### src/rtl/lwm_pkg.sv
package lwm_pkg;

  // Mode encoding: number of window cross-products summed, minus one.
  typedef enum logic [1:0] {
    MODE_HH   = 2'b00,
    MODE_HH_L = 2'b01,
    MODE_3T   = 2'b10,
    MODE_4T   = 2'b11
  } lwm_mode_e;

  localparam int unsigned LWM_TERMS = 4;

endpackage

### src/rtl/lwm_lod.sv
module lwm_lod #(
  parameter int unsigned W  = 16,
  localparam int unsigned IW = $clog2(W)
) (
  input  logic [W-1:0]  vec,
  output logic [IW-1:0] idx,
  output logic          found
);

  // Scan upward; the highest set bit wins.
  always_comb begin
    idx   = '0;
    found = 1'b0;
    for (int i = 0; i < W; i++) begin
      if (vec[i]) begin
        idx   = IW'(i);
        found = 1'b1;
      end
    end
  end

  always_comb begin
    if (found) begin
      AST_LOD_TOP: assert ((vec >> idx) == {{(W-1){1'b0}}, 1'b1});
    end else begin
      AST_LOD_NONE: assert (vec == '0);
    end
  end

endmodule

### src/rtl/lwm_window.sv
module lwm_window #(
  parameter int unsigned N  = 16,
  parameter int unsigned K  = 4,
  localparam int unsigned SW = $clog2(N)
) (
  input  logic [N-1:0]  op,
  output logic [K-1:0]  hi_win,
  output logic [SW-1:0] hi_sh,
  output logic [K-1:0]  lo_win,
  output logic [SW-1:0] lo_sh
);

  localparam logic [SW-1:0] KM1 = SW'(K - 1);

  logic [SW-1:0] lead_hi;
  logic          any_hi;
  logic [SW-1:0] lead_lo;
  logic          any_lo;
  logic [N-1:0]  keep_mask;
  logic [N-1:0]  remainder;

  lwm_lod #(.W(N)) u_lod_hi (
    .vec   (op),
    .idx   (lead_hi),
    .found (any_hi)
  );

  // High window placement.
  always_comb begin
    if (any_hi && (lead_hi >= KM1)) begin
      hi_sh = lead_hi - KM1;
    end else begin
      hi_sh = '0;
    end
    hi_win = K'(op >> hi_sh);
  end

  // Bits below the high window form the remainder.
  always_comb begin
    keep_mask = ~({N{1'b1}} << hi_sh);
    remainder = op & keep_mask;
  end

  lwm_lod #(.W(N)) u_lod_lo (
    .vec   (remainder),
    .idx   (lead_lo),
    .found (any_lo)
  );

  // Low window placement.
  always_comb begin
    if (any_lo && (lead_lo >= KM1)) begin
      lo_sh = lead_lo - KM1;
    end else begin
      lo_sh = '0;
    end
    lo_win = K'(remainder >> lo_sh);
  end

  always_comb begin
    AST_WIN_COVER: assert ((({1'b0, N'(hi_win)} << hi_sh) +
                            ({1'b0, N'(lo_win)} << lo_sh)) <= {1'b0, op});
    if (op[N-1:K-1] != '0) begin
      AST_WIN_NORM: assert (hi_win[K-1]);
    end
    if (lo_win != '0) begin
      AST_WIN_BELOW: assert (lo_sh < hi_sh);
    end
  end

endmodule

### src/rtl/lwm_term.sv
module lwm_term #(
  parameter int unsigned N  = 16,
  parameter int unsigned K  = 4,
  localparam int unsigned SW = $clog2(N),
  localparam int unsigned PW = 2 * N
) (
  input  logic          en,
  input  logic [K-1:0]  x_win,
  input  logic [SW-1:0] x_sh,
  input  logic [K-1:0]  y_win,
  input  logic [SW-1:0] y_sh,
  output logic [PW-1:0] term
);

  logic [2*K-1:0] small_prod;
  logic [SW:0]    shift_sum;

  always_comb begin
    small_prod = (2*K)'(x_win) * (2*K)'(y_win);
    shift_sum  = (SW+1)'(x_sh) + (SW+1)'(y_sh);
  end

  // Barrel shift back into place.
  always_comb begin
    if (en) begin
      term = PW'(small_prod) << shift_sum;
    end else begin
      term = '0;
    end
  end

  always_comb begin
    AST_TERM_ALIGN: assert ((term & ~({PW{1'b1}} << shift_sum)) == '0);
  end

endmodule

### src/rtl/lead_win_mul.sv
module lead_win_mul #(
  parameter int unsigned N  = 16,
  parameter int unsigned K  = 4,
  localparam int unsigned SW = $clog2(N),
  localparam int unsigned PW = 2 * N
) (
  input  logic          clk,
  input  logic          rst_n,
  input  logic          in_valid,
  input  logic [N-1:0]  op_a,
  input  logic [N-1:0]  op_b,
  input  logic [1:0]    mode,
  output logic          out_valid,
  output logic [PW-1:0] product
);

  import lwm_pkg::*;

  logic [K-1:0]  a_hw, a_lw, b_hw, b_lw;
  logic [SW-1:0] a_hs, a_ls, b_hs, b_ls;
  logic [PW-1:0] terms [LWM_TERMS];
  logic [PW-1:0] sum;
  logic [PW-1:0] prod_q, prod_d;
  logic          vld_q, vld_d;
  logic [PW-1:0] exact_ab;

  lwm_window #(.N(N), .K(K)) u_win_a (
    .op     (op_a),
    .hi_win (a_hw),
    .hi_sh  (a_hs),
    .lo_win (a_lw),
    .lo_sh  (a_ls)
  );

  lwm_window #(.N(N), .K(K)) u_win_b (
    .op     (op_b),
    .hi_win (b_hw),
    .hi_sh  (b_hs),
    .lo_win (b_lw),
    .lo_sh  (b_ls)
  );

  // Term t: A side is high for t<2, B side is high for even t.
  for (genvar t = 0; t < LWM_TERMS; t++) begin : g_term
    logic          t_en;
    logic [K-1:0]  xw, yw;
    logic [SW-1:0] xs, ys;

    if (t == 0) begin : g_always
      assign t_en = 1'b1;
    end else begin : g_gated
      assign t_en = (mode >= 2'(t));
    end

    if (t < 2) begin : g_ahi
      assign xw = a_hw;
      assign xs = a_hs;
    end else begin : g_alo
      assign xw = a_lw;
      assign xs = a_ls;
    end

    if ((t % 2) == 0) begin : g_bhi
      assign yw = b_hw;
      assign ys = b_hs;
    end else begin : g_blo
      assign yw = b_lw;
      assign ys = b_ls;
    end

    lwm_term #(.N(N), .K(K)) u_term (
      .en    (t_en),
      .x_win (xw),
      .x_sh  (xs),
      .y_win (yw),
      .y_sh  (ys),
      .term  (terms[t])
    );
  end

  // Final accumulation; the windows never overshoot, so no carry-out.
  always_comb begin
    sum = '0;
    for (int t = 0; t < LWM_TERMS; t++) begin
      sum = sum + terms[t];
    end
  end

  // Next-state logic with explicit load enable.
  always_comb begin
    vld_d  = in_valid;
    prod_d = prod_q;
    if (in_valid) begin
      prod_d = sum;
    end
  end

  always_ff @(posedge clk or negedge rst_n) begin
    if (!rst_n) begin
      prod_q <= '0;
      vld_q  <= 1'b0;
    end else begin
      prod_q <= prod_d;
      vld_q  <= vld_d;
    end
  end

  assign product   = prod_q;
  assign out_valid = vld_q;

  // Reference magnitude used only by the checks below.
  assign exact_ab = PW'(op_a) * PW'(op_b);

  AST_VALID_PIPE: assert property (@(posedge clk) disable iff (!rst_n)
    in_valid |=> out_valid);
  AST_IDLE_HOLD: assert property (@(posedge clk) disable iff (!rst_n)
    !in_valid |=> (!out_valid && $stable(product)));
  AST_ZERO_OPERAND: assert property (@(posedge clk) disable iff (!rst_n)
    (in_valid && ((op_a == '0) || (op_b == '0))) |=> (product == '0));
  AST_NO_OVERFLOW: assert property (@(posedge clk) disable iff (!rst_n)
    in_valid |=> (product <= $past(exact_ab)));

endmodule

### config.mk
export PLATFORM = sky130hd
export DESIGN_NAME = lead_win_mul
export DESIGN_NICKNAME = d
export VERILOG_FILES = /design/src/rtl/lwm_pkg.sv /design/src/rtl/lwm_lod.sv /design/src/rtl/lwm_window.sv /design/src/rtl/lwm_term.sv /design/src/rtl/lead_win_mul.sv
export SDC_FILE = /design/constraint.sdc
export NUM_CORES = 1
export LEC_CHECK = 0
export BUFFER_PORTS_ARGS = -buffer_cell sky130_fd_sc_hd__buf_4
export CORE_ASPECT_RATIO = 1.5
export CORE_MARGIN = 2
export CORE_UTILIZATION = 25
export DETAILED_ROUTE_END_ITERATION = 10
export GPL_ROUTABILITY_DRIVEN = 1
export PLACE_DENSITY = 0.48
export SLEW_MARGIN = 20
export SYNTH_ARGS = -nofsm -noshare
export SYNTH_HDL_FRONTEND = slang
export SYNTH_SLANG_ARGS = --single-unit
### constraint.sdc
create_clock -name clk -period 0.8 [get_ports clk]
set_input_delay 0.04 -clock clk [delete_from_list [all_inputs] [get_ports clk]]
set_output_delay 0.04 -clock clk [all_outputs]
set_load 0.01 [all_outputs]
==> impl_results.md <==
- Outcome: finished, violations left
- Failing checks: negative setup slack
- Setup WS post-layout: -9990 ps
- Drt first pass iters: 5
- Share of cells above drive strength 1: between 40 and 50%
- Sequential area share after synthesis: 6.56%
- TritonCTS Buffers: 5
- Peak VDD IR: between 1.5 and 2 mV
- Max Clock Freq: around 93 MHz
- Crit-path max cell delay: 570 ps
- H-tree levels: 2
- Crit-path slowest cell: fa_1
- R2R cell count: 2
- Vias in the first global route: between 15,000 and 20,000
- Top cells by area, synth: fa_1 (13%), ha_1 (9.8%), dfrtp_1 (6.6%)
- Leakage power: 10.2 nW
- RSZ-0062 raised after global routing: yes
- Async S/R FF share, synth: 100%
- Die Area: 0.0522 mm²
- Crit path DAT: 10,960 ps
- CTS tree: built
- Port buffer count: 69
- CP startpoint kind: primary input
- Largest net degree at the start of global routing: 34
- Clock tree buffer depth: 2
- Mux contribution to synthesized area: under 10%
- Num rows: 100
- First-pass GRT wire length: between 80,000 and 90,000 µm
- Placer Congestion: 0.972
- Drt drc: 0
- Clock period minus worst slack: ~11,000 ps
- Total Power: 90.7 mW
- Vias: roughly 15,000
- CTS sink cnt: 33
- Clk Latency, worst-skew pair: approximately 290 ps
- Largest family of logic cells by synthesized area: compound AO/OA/AOI/OAI gates
- Syn Nets: ~1,900
- Antenna-violating nets left: 0
- Syn Inst Count: roughly 1,700
- CP Capture Type: register
- Hold Crit Class: in2reg
- Critical path peak fanout: 7
- Mapped Area: around 0.013 mm²
- 1st-iter DRT viols: slightly above 600
- Netlist cell types: approximately 100
- Antenna violations before repair: 0
- Post-DP HPWL: between 40,000 and 50,000 µm
- Fin. Hold Viols: 0
- Fraction of the mapped netlist area in simple logic gates: a little under a quarter
- Layout filler cell count: roughly 5,100
- Slew @ Worst Pin: ~650 ps
- EDFF count, synth: 0
- Wire per inst: between 15 and 20 µm
- Initial Util: about a quarter
- Slew headroom: between 50% and 60%
- Nets@finish: 2,677
- Area Overhead vs Synth: 68.1%
- Core Box Area: approximately 0.050 mm²
- Slew Viols, Final: 0
- Tcrit/Tclk final: 1350%
- WS Path Type: in2reg
- Pwr/cell area: 4280 mW/mm²
- Non-filler cells in the finished layout: ~3,100
- CTS root buf: clkbuf_16
- Area leader, netlist: fa_1
- Top-area cell type share of the netlist area: 13.0%
- GRT Resource Usage Total: between 20% and 30%
- Syn_area_per_cell: ~7.3 µm²
- DIE WIDTH: roughly 190 µm
- Worst-path clk slew: approximately 60 ps
- Synth Flop Type: dfrtp_1
- Area fraction in compound gates after synthesis: about 25%
- Post-Synth Adder-Cell Area: between 20% and 30%
- FF/Latch Area: between 800 and 900 µm²
- Inst Count DP: around 3,000
- ANT cells: 0
- Via density: 4.91
- Final wirelength: roughly 54,000 µm
- Post-Synth XOR/XNOR Area: between 4 and 5%
- Setup violators final: 65
- Post-synthesis register bit count: 33
- Gr ovfl total: 0
- Worst Clk Skew: 0 ps
- Max-Cap Viols: 0
- Multi-input gate area: 0.0122 mm²
- I/O pin total: 70
- DIE HEIGHT: approximately 280 µm
- Worst Path Required: slightly below 1000 ps
- Hold depth: 2
- YS warnings: 0
## kinds of logic after synthesis
family | Yosys count
compound gates | 450
xor+xnor | 61
fa+ha+maj | 181
buf+inv | 261
flops | 33
mux | 103
simple gates | 626
## cell usage in the layout, fill, tap and decap left out, types with 19 or more instances in the layout
cell type / synthesis / routed
a21o_1: 28 / 28
a21oi_1: 110 / 88
and2_1: 41 / 35
buf_4: 5 / 739
buf_6: 1 / 66
dfrtp_1: 33 / 33
fa_1: 82 / 79
ha_1: 99 / 79
ha_4: 0 / 20
inv_1: 169 / 153
inv_2: 10 / 21
mux2_2: 31 / 20
mux2i_1: 67 / 62
nand2_1: 165 / 144
nand2b_1: 22 / 19
nand3_1: 40 / 37
nor2_1: 210 / 183
nor2b_1: 29 / 24
nor3_1: 34 / 28
o21ai_0: 65 / 40
o21ai_1: 14 / 22
xnor2_1: 46 / 40
## stage by stage
| step | util (%) | setup slack [ps] | TNS, ps | hold slack (ps) | instance area, µm² |
|---|---|---|---|---|---|
| finish | 42.6 | -9990 | -284640 | 59.4 | 21200 |
| global route | 42.6 | -10640 | -302490 | 72.9 | 21200 |
| CTS | 40.8 | -9970 | -283510 | 50.0 | 20300 |
| detailed placement | 38.3 | -10730 | -302240 | 21.2 | 19000 |
| global placement | 38.3 | -10610 | -299280 | 13.4 | 19000 |
| floorplan | - | -10040 | -276930 | -256 | 13200 |
## area by class of cell
class,instances,share of cell area [%]
Sequential cell,33,3.90
Timing Repair Buffer,813,30.3
Clock inverter,2,0.177
Tap cell,663,3.92
Clock buffer,6,0.656
Multi-Input combinational cell,1421,57.6
Inverter,185,3.37
## final timing paths
check	slack [ps]	to	start
worst min-delay path	60	out_valid	in_valid
min in group asynchronous	230	product[21]	rst_n
worst min register to register	530	product[5]	product[5]
max in group asynchronous	230	product[11]	rst_n
worst max-delay path	-9990	product[27]	op_a[2]
worst max register to register	-100	product[28]	product[28]
## cell usage after synthesis, drive strengths merged (41+ instances only)
cell type    n
ha          99
clkbuf      49
inv        180
nor2       211
a21oi      113
xnor2       47
mux2i       67
and2        41
o21ai       83
fa          82
nand2      168
nand3       41
## state kept, by name (all words and copies together) (netlist names)
signal / count
product: 32
out_valid: 1
## worst max-delay path: cells and delay by family
family	cells	cell delay [ps]
mux	5	850
fa+ha+maj	8	2780
compound gates	22	4130
simple gates	18	1780
buf+inv	10	1030
xor+xnor	2	270
## report_power, final
group | switching [mW] | internal, mW
sequential | 0.385 | 2.31
combinational | 41.6 | 44.1
clock | 0.764 | 1.55
total | 42.8 | 48.0
## per-layer routing
metal / vias to the layer above / share of wire (%) / GRT usage, % / wire (µm)
met4: 0 / 7.3 / 13.1 / 3970
met3: 146 / 1.9 / 0.553 / 1010
li1: 7550 / - / - / -
met2: 335 / 56 / 42.1 / 30600
met5: - / 0 / 0 / 0
met1: 7296 / 35 / 19.1 / 18900
## what timing repair did
item / 4_1_cts / 5_1_grt
gates resized for setup: 146 / 144
buffers inserted: 57 / 36
setup endpoints to repair: 65 / 65
hold buffers: 1 / 0
gates cloned: 0 / 0
pin swaps: 104 / 117
hold endpoints to repair: 33 / 0
(Power assumes the default switching activity.)
